File: src/rtl/irqsel_pkg.sv
package irqsel_pkg;
    localparam int NUM_LVL   = 15;
    localparam int LVL_W     = $clog2(NUM_LVL + 1);
    localparam int TT_W      = 9;
    localparam int TL_W      = 3;
    localparam int SWI_W     = NUM_LVL + 2;
    localparam int TMR_LO    = 0;
    localparam int TMR_HI    = NUM_LVL + 1;
    localparam int TIMER_LVL = 14;
    localparam logic [TT_W-1:0] EXT_BASE = 9'h040;
    localparam logic [TT_W-1:0] GRP_MASK = 9'h1f0;

    typedef logic [SWI_W-1:0] swi_t;
    typedef logic [TT_W-1:0]  tt_t;
    typedef logic [LVL_W-1:0] lvl_t;

    typedef enum logic [1:0] {
        SW_HOLD  = 2'd0,
        SW_SET   = 2'd1,
        SW_CLEAR = 2'd2,
        SW_LOAD  = 2'd3
    } sw_op_e;

    typedef struct packed {
        logic req;
        tt_t  tt;
    } irq_state_t;

    function automatic tt_t lvl_to_tt(input lvl_t lvl);
        return EXT_BASE | tt_t'(lvl);
    endfunction

    function automatic logic in_ext_group(input tt_t t);
        return (t & GRP_MASK) == EXT_BASE;
    endfunction
endpackage

File: src/rtl/irqsel_swi_reg.sv
module irqsel_swi_reg
    import irqsel_pkg::*;
(
    input  logic clk,
    input  logic rst,
    input  logic set_we,
    input  logic clr_we,
    input  logic wr_we,
    input  swi_t data,
    output swi_t swi_q
);
    sw_op_e op;
    swi_t   swi_nxt;

    always_comb begin
        if (wr_we)       op = SW_LOAD;
        else if (set_we) op = SW_SET;
        else if (clr_we) op = SW_CLEAR;
        else             op = SW_HOLD;
    end

    always_comb begin
        case (op)
            SW_LOAD:  swi_nxt = data;
            SW_SET:   swi_nxt = swi_q | data;
            SW_CLEAR: swi_nxt = swi_q & ~data;
            default:  swi_nxt = swi_q;
        endcase
    end

    always_ff @(posedge clk) begin
        if (rst) swi_q <= '0;
        else     swi_q <= swi_nxt;
    end
endmodule

File: src/rtl/irqsel_pending.sv
module irqsel_pending
    import irqsel_pkg::*;
(
    input  logic [NUM_LVL-1:0] ext_lvl,
    input  swi_t               swi,
    input  lvl_t               thr,
    output logic               any_above,
    output lvl_t               win_lvl
);
    logic [NUM_LVL:0] pend;
    logic [NUM_LVL:0] hit;

    always_comb begin
        pend = {ext_lvl | swi[NUM_LVL:1], 1'b0};
        if (swi[TMR_LO] || swi[TMR_HI]) pend[TIMER_LVL] = 1'b1;
    end

    assign hit[0] = 1'b0;
    for (genvar g = 1; g <= NUM_LVL; g++) begin : g_lvl
        assign hit[g] = pend[g] && (lvl_t'(g) > thr);
    end

    always_comb begin
        win_lvl   = '0;
        any_above = 1'b0;
        for (int i = 1; i <= NUM_LVL; i++) begin
            if (hit[i]) begin
                win_lvl   = lvl_t'(i);
                any_above = 1'b1;
            end
        end
    end
endmodule

File: src/rtl/irqsel_arbiter.sv
module irqsel_arbiter
    import irqsel_pkg::*;
(
    input  logic            clk,
    input  logic            rst,
    input  logic            any_above,
    input  lvl_t            win_lvl,
    input  logic            int_en,
    input  logic            vec_pend,
    input  logic [TL_W-1:0] trap_lvl,
    input  tt_t             saved_tt,
    output irq_state_t      st_q
);
    irq_state_t st_nxt;
    tt_t        new_tt;
    logic       nested_block;

    assign new_tt       = lvl_to_tt(win_lvl);
    assign nested_block = (trap_lvl != '0) && in_ext_group(saved_tt)
                          && (saved_tt > new_tt);

    always_comb begin
        st_nxt = st_q;
        if (!vec_pend) begin
            if (!any_above) begin
                if (st_q.req) st_nxt = '0;
            end else if (int_en) begin
                if (!nested_block && (new_tt != st_q.tt)) begin
                    st_nxt.req = 1'b1;
                    st_nxt.tt  = new_tt;
                end
            end else if (st_q.req) begin
                st_nxt = '0;
            end
        end
    end

    always_ff @(posedge clk) begin
        if (rst) st_q <= '0;
        else     st_q <= st_nxt;
    end
endmodule

File: src/rtl/irq_level_sel.sv
module irq_level_sel
    import irqsel_pkg::*;
(
    input  logic               clk,
    input  logic               rst,
    input  logic [NUM_LVL-1:0] ext_lvl,
    input  logic [LVL_W-1:0]   pil_thr,
    input  logic               int_en,
    input  logic               vec_pend,
    input  logic [TL_W-1:0]    trap_lvl,
    input  logic [TT_W-1:0]    saved_tt,
    input  logic               sw_set,
    input  logic               sw_clr,
    input  logic               sw_wr,
    input  logic [SWI_W-1:0]   sw_data,
    output logic               irq_req,
    output logic [TT_W-1:0]    irq_tt,
    output logic [SWI_W-1:0]   swi_q
);
    swi_t       swi;
    logic       any_above;
    lvl_t       win_lvl;
    irq_state_t st;

    irqsel_swi_reg u_swi (
        .clk    (clk),
        .rst    (rst),
        .set_we (sw_set),
        .clr_we (sw_clr),
        .wr_we  (sw_wr),
        .data   (sw_data),
        .swi_q  (swi)
    );

    irqsel_pending u_pend (
        .ext_lvl   (ext_lvl),
        .swi       (swi),
        .thr       (pil_thr),
        .any_above (any_above),
        .win_lvl   (win_lvl)
    );

    irqsel_arbiter u_arb (
        .clk       (clk),
        .rst       (rst),
        .any_above (any_above),
        .win_lvl   (win_lvl),
        .int_en    (int_en),
        .vec_pend  (vec_pend),
        .trap_lvl  (trap_lvl),
        .saved_tt  (saved_tt),
        .st_q      (st)
    );

    assign irq_req = st.req;
    assign irq_tt  = st.tt;
    assign swi_q   = swi;
endmodule

File: config.mk
export PLATFORM = sky130hd
export DESIGN_NAME = irq_level_sel
export DESIGN_NICKNAME = d
export VERILOG_FILES = /design/src/rtl/irqsel_pkg.sv /design/src/rtl/irqsel_swi_reg.sv /design/src/rtl/irqsel_pending.sv /design/src/rtl/irqsel_arbiter.sv /design/src/rtl/irq_level_sel.sv
export SDC_FILE = /design/constraint.sdc
export NUM_CORES = 1
export LEC_CHECK = 0
export ABC_AREA = 1
export CAP_MARGIN = 20
export CORE_MARGIN = 4
export CORE_UTILIZATION = 35
export DETAILED_ROUTE_END_ITERATION = 8
export GPL_TIMING_DRIVEN = 0
export PLACE_DENSITY = 0.76
export SYNTH_ARGS = -nofsm -noshare
export SYNTH_HDL_FRONTEND = slang
export SYNTH_SLANG_ARGS = --single-unit
File: constraint.sdc
create_clock -name clk -period 6.89 [get_ports clk]
set_input_delay 2.067 -clock clk [delete_from_list [all_inputs] [get_ports clk]]
set_output_delay 2.067 -clock clk [all_outputs]
set_load 0.05 [all_outputs]
==> flow_summary.toml <==
[layout]
drive_gt1_share_pct = 6.395
fillers = 450
synthToLayoutAreaGrowth_pct = 54.71
antennaDiodeCount = 0
layout.nets = 404
fin_area_um2 = 2611

[logic_synthesis]
synth_area_per_cell_um2 = 6.517
async_flop_share_pct = 0
yosysWarnings = 0
netlist_area_um2 = 1688
yosysSeqAreaShare_pct = 32.02
synth_flop_cell = "dfxtp_1"
synth_fp_nets = 318
postSynthCellCount = 259
ys_types = 33
synth_edf_count = 0
ys_ff_latch = 27

[job]
max_cap_violations = 0

[min_path]
hold_class = "flop to flop"
min_path_cells = 2
hold_start = "u_arb.st_q[5]"
holdPathEnd = "u_arb.st_q[5]"

[power_and_ir_drop]
switching_share_pct = 34.55
pwr_density_cell_nw_per_um2 = 158.8
cellLeakagePower_uw = 0.001109
vdd_ir_drop_max_mv = 0.08075
total_power_uw = 414.7
p_int_uw = 271.4
p_comb_share_pct = 35.6
p_clk_share_pct = 22.5
pwr-share-seq_pct = 41.9
switching_power_uw = 143.3

[grt]
grt_pass1_wl_mm = 8.521
grt_max_degree = 15
grtUsageTotal_pct = 17.14
grt_remaining_overflow = 0
grt_pass1_vias = 1896
antenna_found_initial = 0

[floorplan]
die-area_um2 = 5998
die_y_um = 77.45
rows = 25
fp.dieW_um = 77.45
io_pins = 82
start_util_pct = 35.97
core_um2 = 4692

[clock_network]
cts_buffer_depth = 2
cts_resized = 0
clk_latency_ns = 0.28
cts_tree = "built"
cts_sinks = 27
hold_buffers = 0
cts-root-buf = "clkbuf_8"
htree_levels = 1
clkTransAtPathRegs_ns = 0.10
cts_made_buffers = 3
postCtsSetupBuffers = 0

[sta]
slew_headroom_pct = 63.83
final_hold_viol_count = 0
drv_slew = 0
skew_ns = 0.004253
rsz0062_at_grt = "no"
period_needed_ns = 4.704
clock.fmax_mhz = 212.6
finalSetupTns_ns = 0
setup_viol = 0
worst_pin_slew_ns = 0.5409
post-route-period-util_pct = 68.27

[critical_path]
reg2reg_to = "u_arb.st_q[8]"
start_kind = "input pin"
slowest_delay_ns = 0.47
reg2reg_from = "u_swi.swi_q[7]"
r2r_setup_slack_ns = 4.26
end_kind = "flop"
worstPathMaxFanout = 5
reg2reg_depth = 15
cp_common_cell = "nand2_1"
criticalPathCategory = "input pin to flop"
crit_path_cell_trace = "clkdlybuf4s50_1 > nor2_1 > inv_1 > a21oi_1 > o21ai_1 > a31oi_1 > o21bai_1 > a31oi_1 > ha_1 > nand2_1 > o21ai_0 > a21o_1 > o2111ai_1 > nand2_1 > nand2_2 > nand2_1 > a21oi_2 > nor2_1"
critPathArrivalTime_ns = 4.88
critPathSlowestCell = "clkdlybuf4s50_1"
cp.required_ns = 7.07

[detailed_routing]
firstDrtPassIters = 4
routed_wirelength_mm = 5.223
drc = 0
drt_iter0_markers = 122
ant_nets = 0
viasPerCell = 5.028
dr_total_vias = 2001
wl_per_cell_um = 13.12

[placed_design]
hpwl_mm = 4.216
place_area_um2 = 2566
gp_congestion = 0.8331
io_buffer_count = 81

[outcome]
status = "completed"
cell usage in the layout, fill, tap and decap left out:
cell type,count
clkdlybuf4s50_1,81
nand2_1,75
nand3_1,29
a21oi_1,28
dfxtp_1,27
nor2_1,20
inv_1,19
o21ai_0,9
clkbuf_1,8
a31oi_1,5
ha_1,4
o21ai_1,3
nand2_2,3
nor2_2,3
nor3_1,3
clkbuf_8,3
o221ai_2,2
o22ai_2,2
clkinv_1,2
nand4_1,2
or2_2,2
nand2_4,1
o21ai_2,1
nor2_4,1
a21oi_4,1
o211ai_1,1
o21bai_1,1
xor2_1,1
nor3b_1,1
a21o_1,1
o2111ai_1,1
a21oi_2,1
buf_6,1
buf_2,1
o22ai_1,1
power by group through the flow:
stage	sequential [µW]	clock (µW)	combinational [µW]
2_1_floorplan	206	0	53.8
3_3_place_gp	177	0	145
3_5_place_dp	177	0	147
4_1_cts	173	93.6	148
5_1_grt	175	101	161
6_report	174	93.4	148
worst max-delay path by stage:
stage               start             to  slack, ns  cells after the start
2_1_floorplan  pil_thr[1]  u_arb.st_q[4]       2.81                     26
3_3_place_gp   pil_thr[1]  u_arb.st_q[7]       1.93                     18
3_5_place_dp   pil_thr[1]  u_arb.st_q[7]       1.88                     18
4_1_cts        pil_thr[1]  u_arb.st_q[7]       2.18                     18
5_1_grt        pil_thr[3]  u_arb.st_q[4]       1.85                     27
6_report       pil_thr[1]  u_arb.st_q[8]       2.19                     18
cells by family after synthesis:
family / synth area share (%)
AND/OR/NAND/NOR: 36.10
buffers and inverters: 7.191
XOR/XNOR: 0.5190
AO/OA/AOI/OAI: 21.20
adder cells (fa/ha/maj): 2.965
flip-flops: 32.02
registers in the layout (all words and copies together), names as in the netlist:
signal / cells
u_swi.swi_q: 17
u_arb.st_q: 10
area by class of cell:
cell class                      count  area, µm²  area share [%]
Buffer                              9      42.54           1.629
Clock buffer                        4      45.04           1.725
Inverter                           21      78.83           3.019
Multi-Input combinational cell    202       1026           39.29
Sequential cell                    27      540.5           20.70
Tap cell                           54      67.56           2.587
Timing Repair Buffer               81      810.8           31.05
per-layer routing:
layer / up-vias / track usage, % / share of wire, %
met1: 899 / 21.93 / 45
met5: - / 0 / 0
met2: 52 / 28.67 / 48
met4: 0 / 7.117 / 2.5
met3: 11 / 2.552 / 4.4
li1: 1039 / - / -
worst max-delay path: cells and delay by family:
kind,cells,cell delay (ns)
AOI/OAI and AO/OA,9,1.30
and+or+nand+nor,6,0.68
buffers and inverters,2,0.56
adders and majority gates,1,0.29
Yosys cell counts (all sizes together), types with 2 or more instances:
library cell  number  share of area, %
a21oi             30               9.8
a31oi              5               1.9
buf                2              0.96
clkbuf             7               1.6
clkinv             2              0.44
dfxtp             27                32
ha                 4               3.0
inv               19               4.2
nand2             79                18
nand3             29               8.6
nand4              2              0.74
nor2              24               6.2
nor3               3              0.89
o21ai             13               4.1
o221ai             2               1.8
o22ai              3               1.9
or2                2              0.74
stage by stage:
step | instances | utilization, % | hold WS [ns] | setup slack (ns)
global route | 398 | 55.65 | 0.4974 | 1.847
global placement | 394 | 54.69 | 0.4507 | 1.933
floorplan | 259 | - | 0.6770 | 2.808
detailed placement | 394 | 54.69 | 0.4526 | 1.882
CTS | 398 | 55.65 | 0.4675 | 2.176
finish | 398 | 55.65 | 0.4662 | 2.186
No activity file was read; power rests on OpenSTA's default activity.
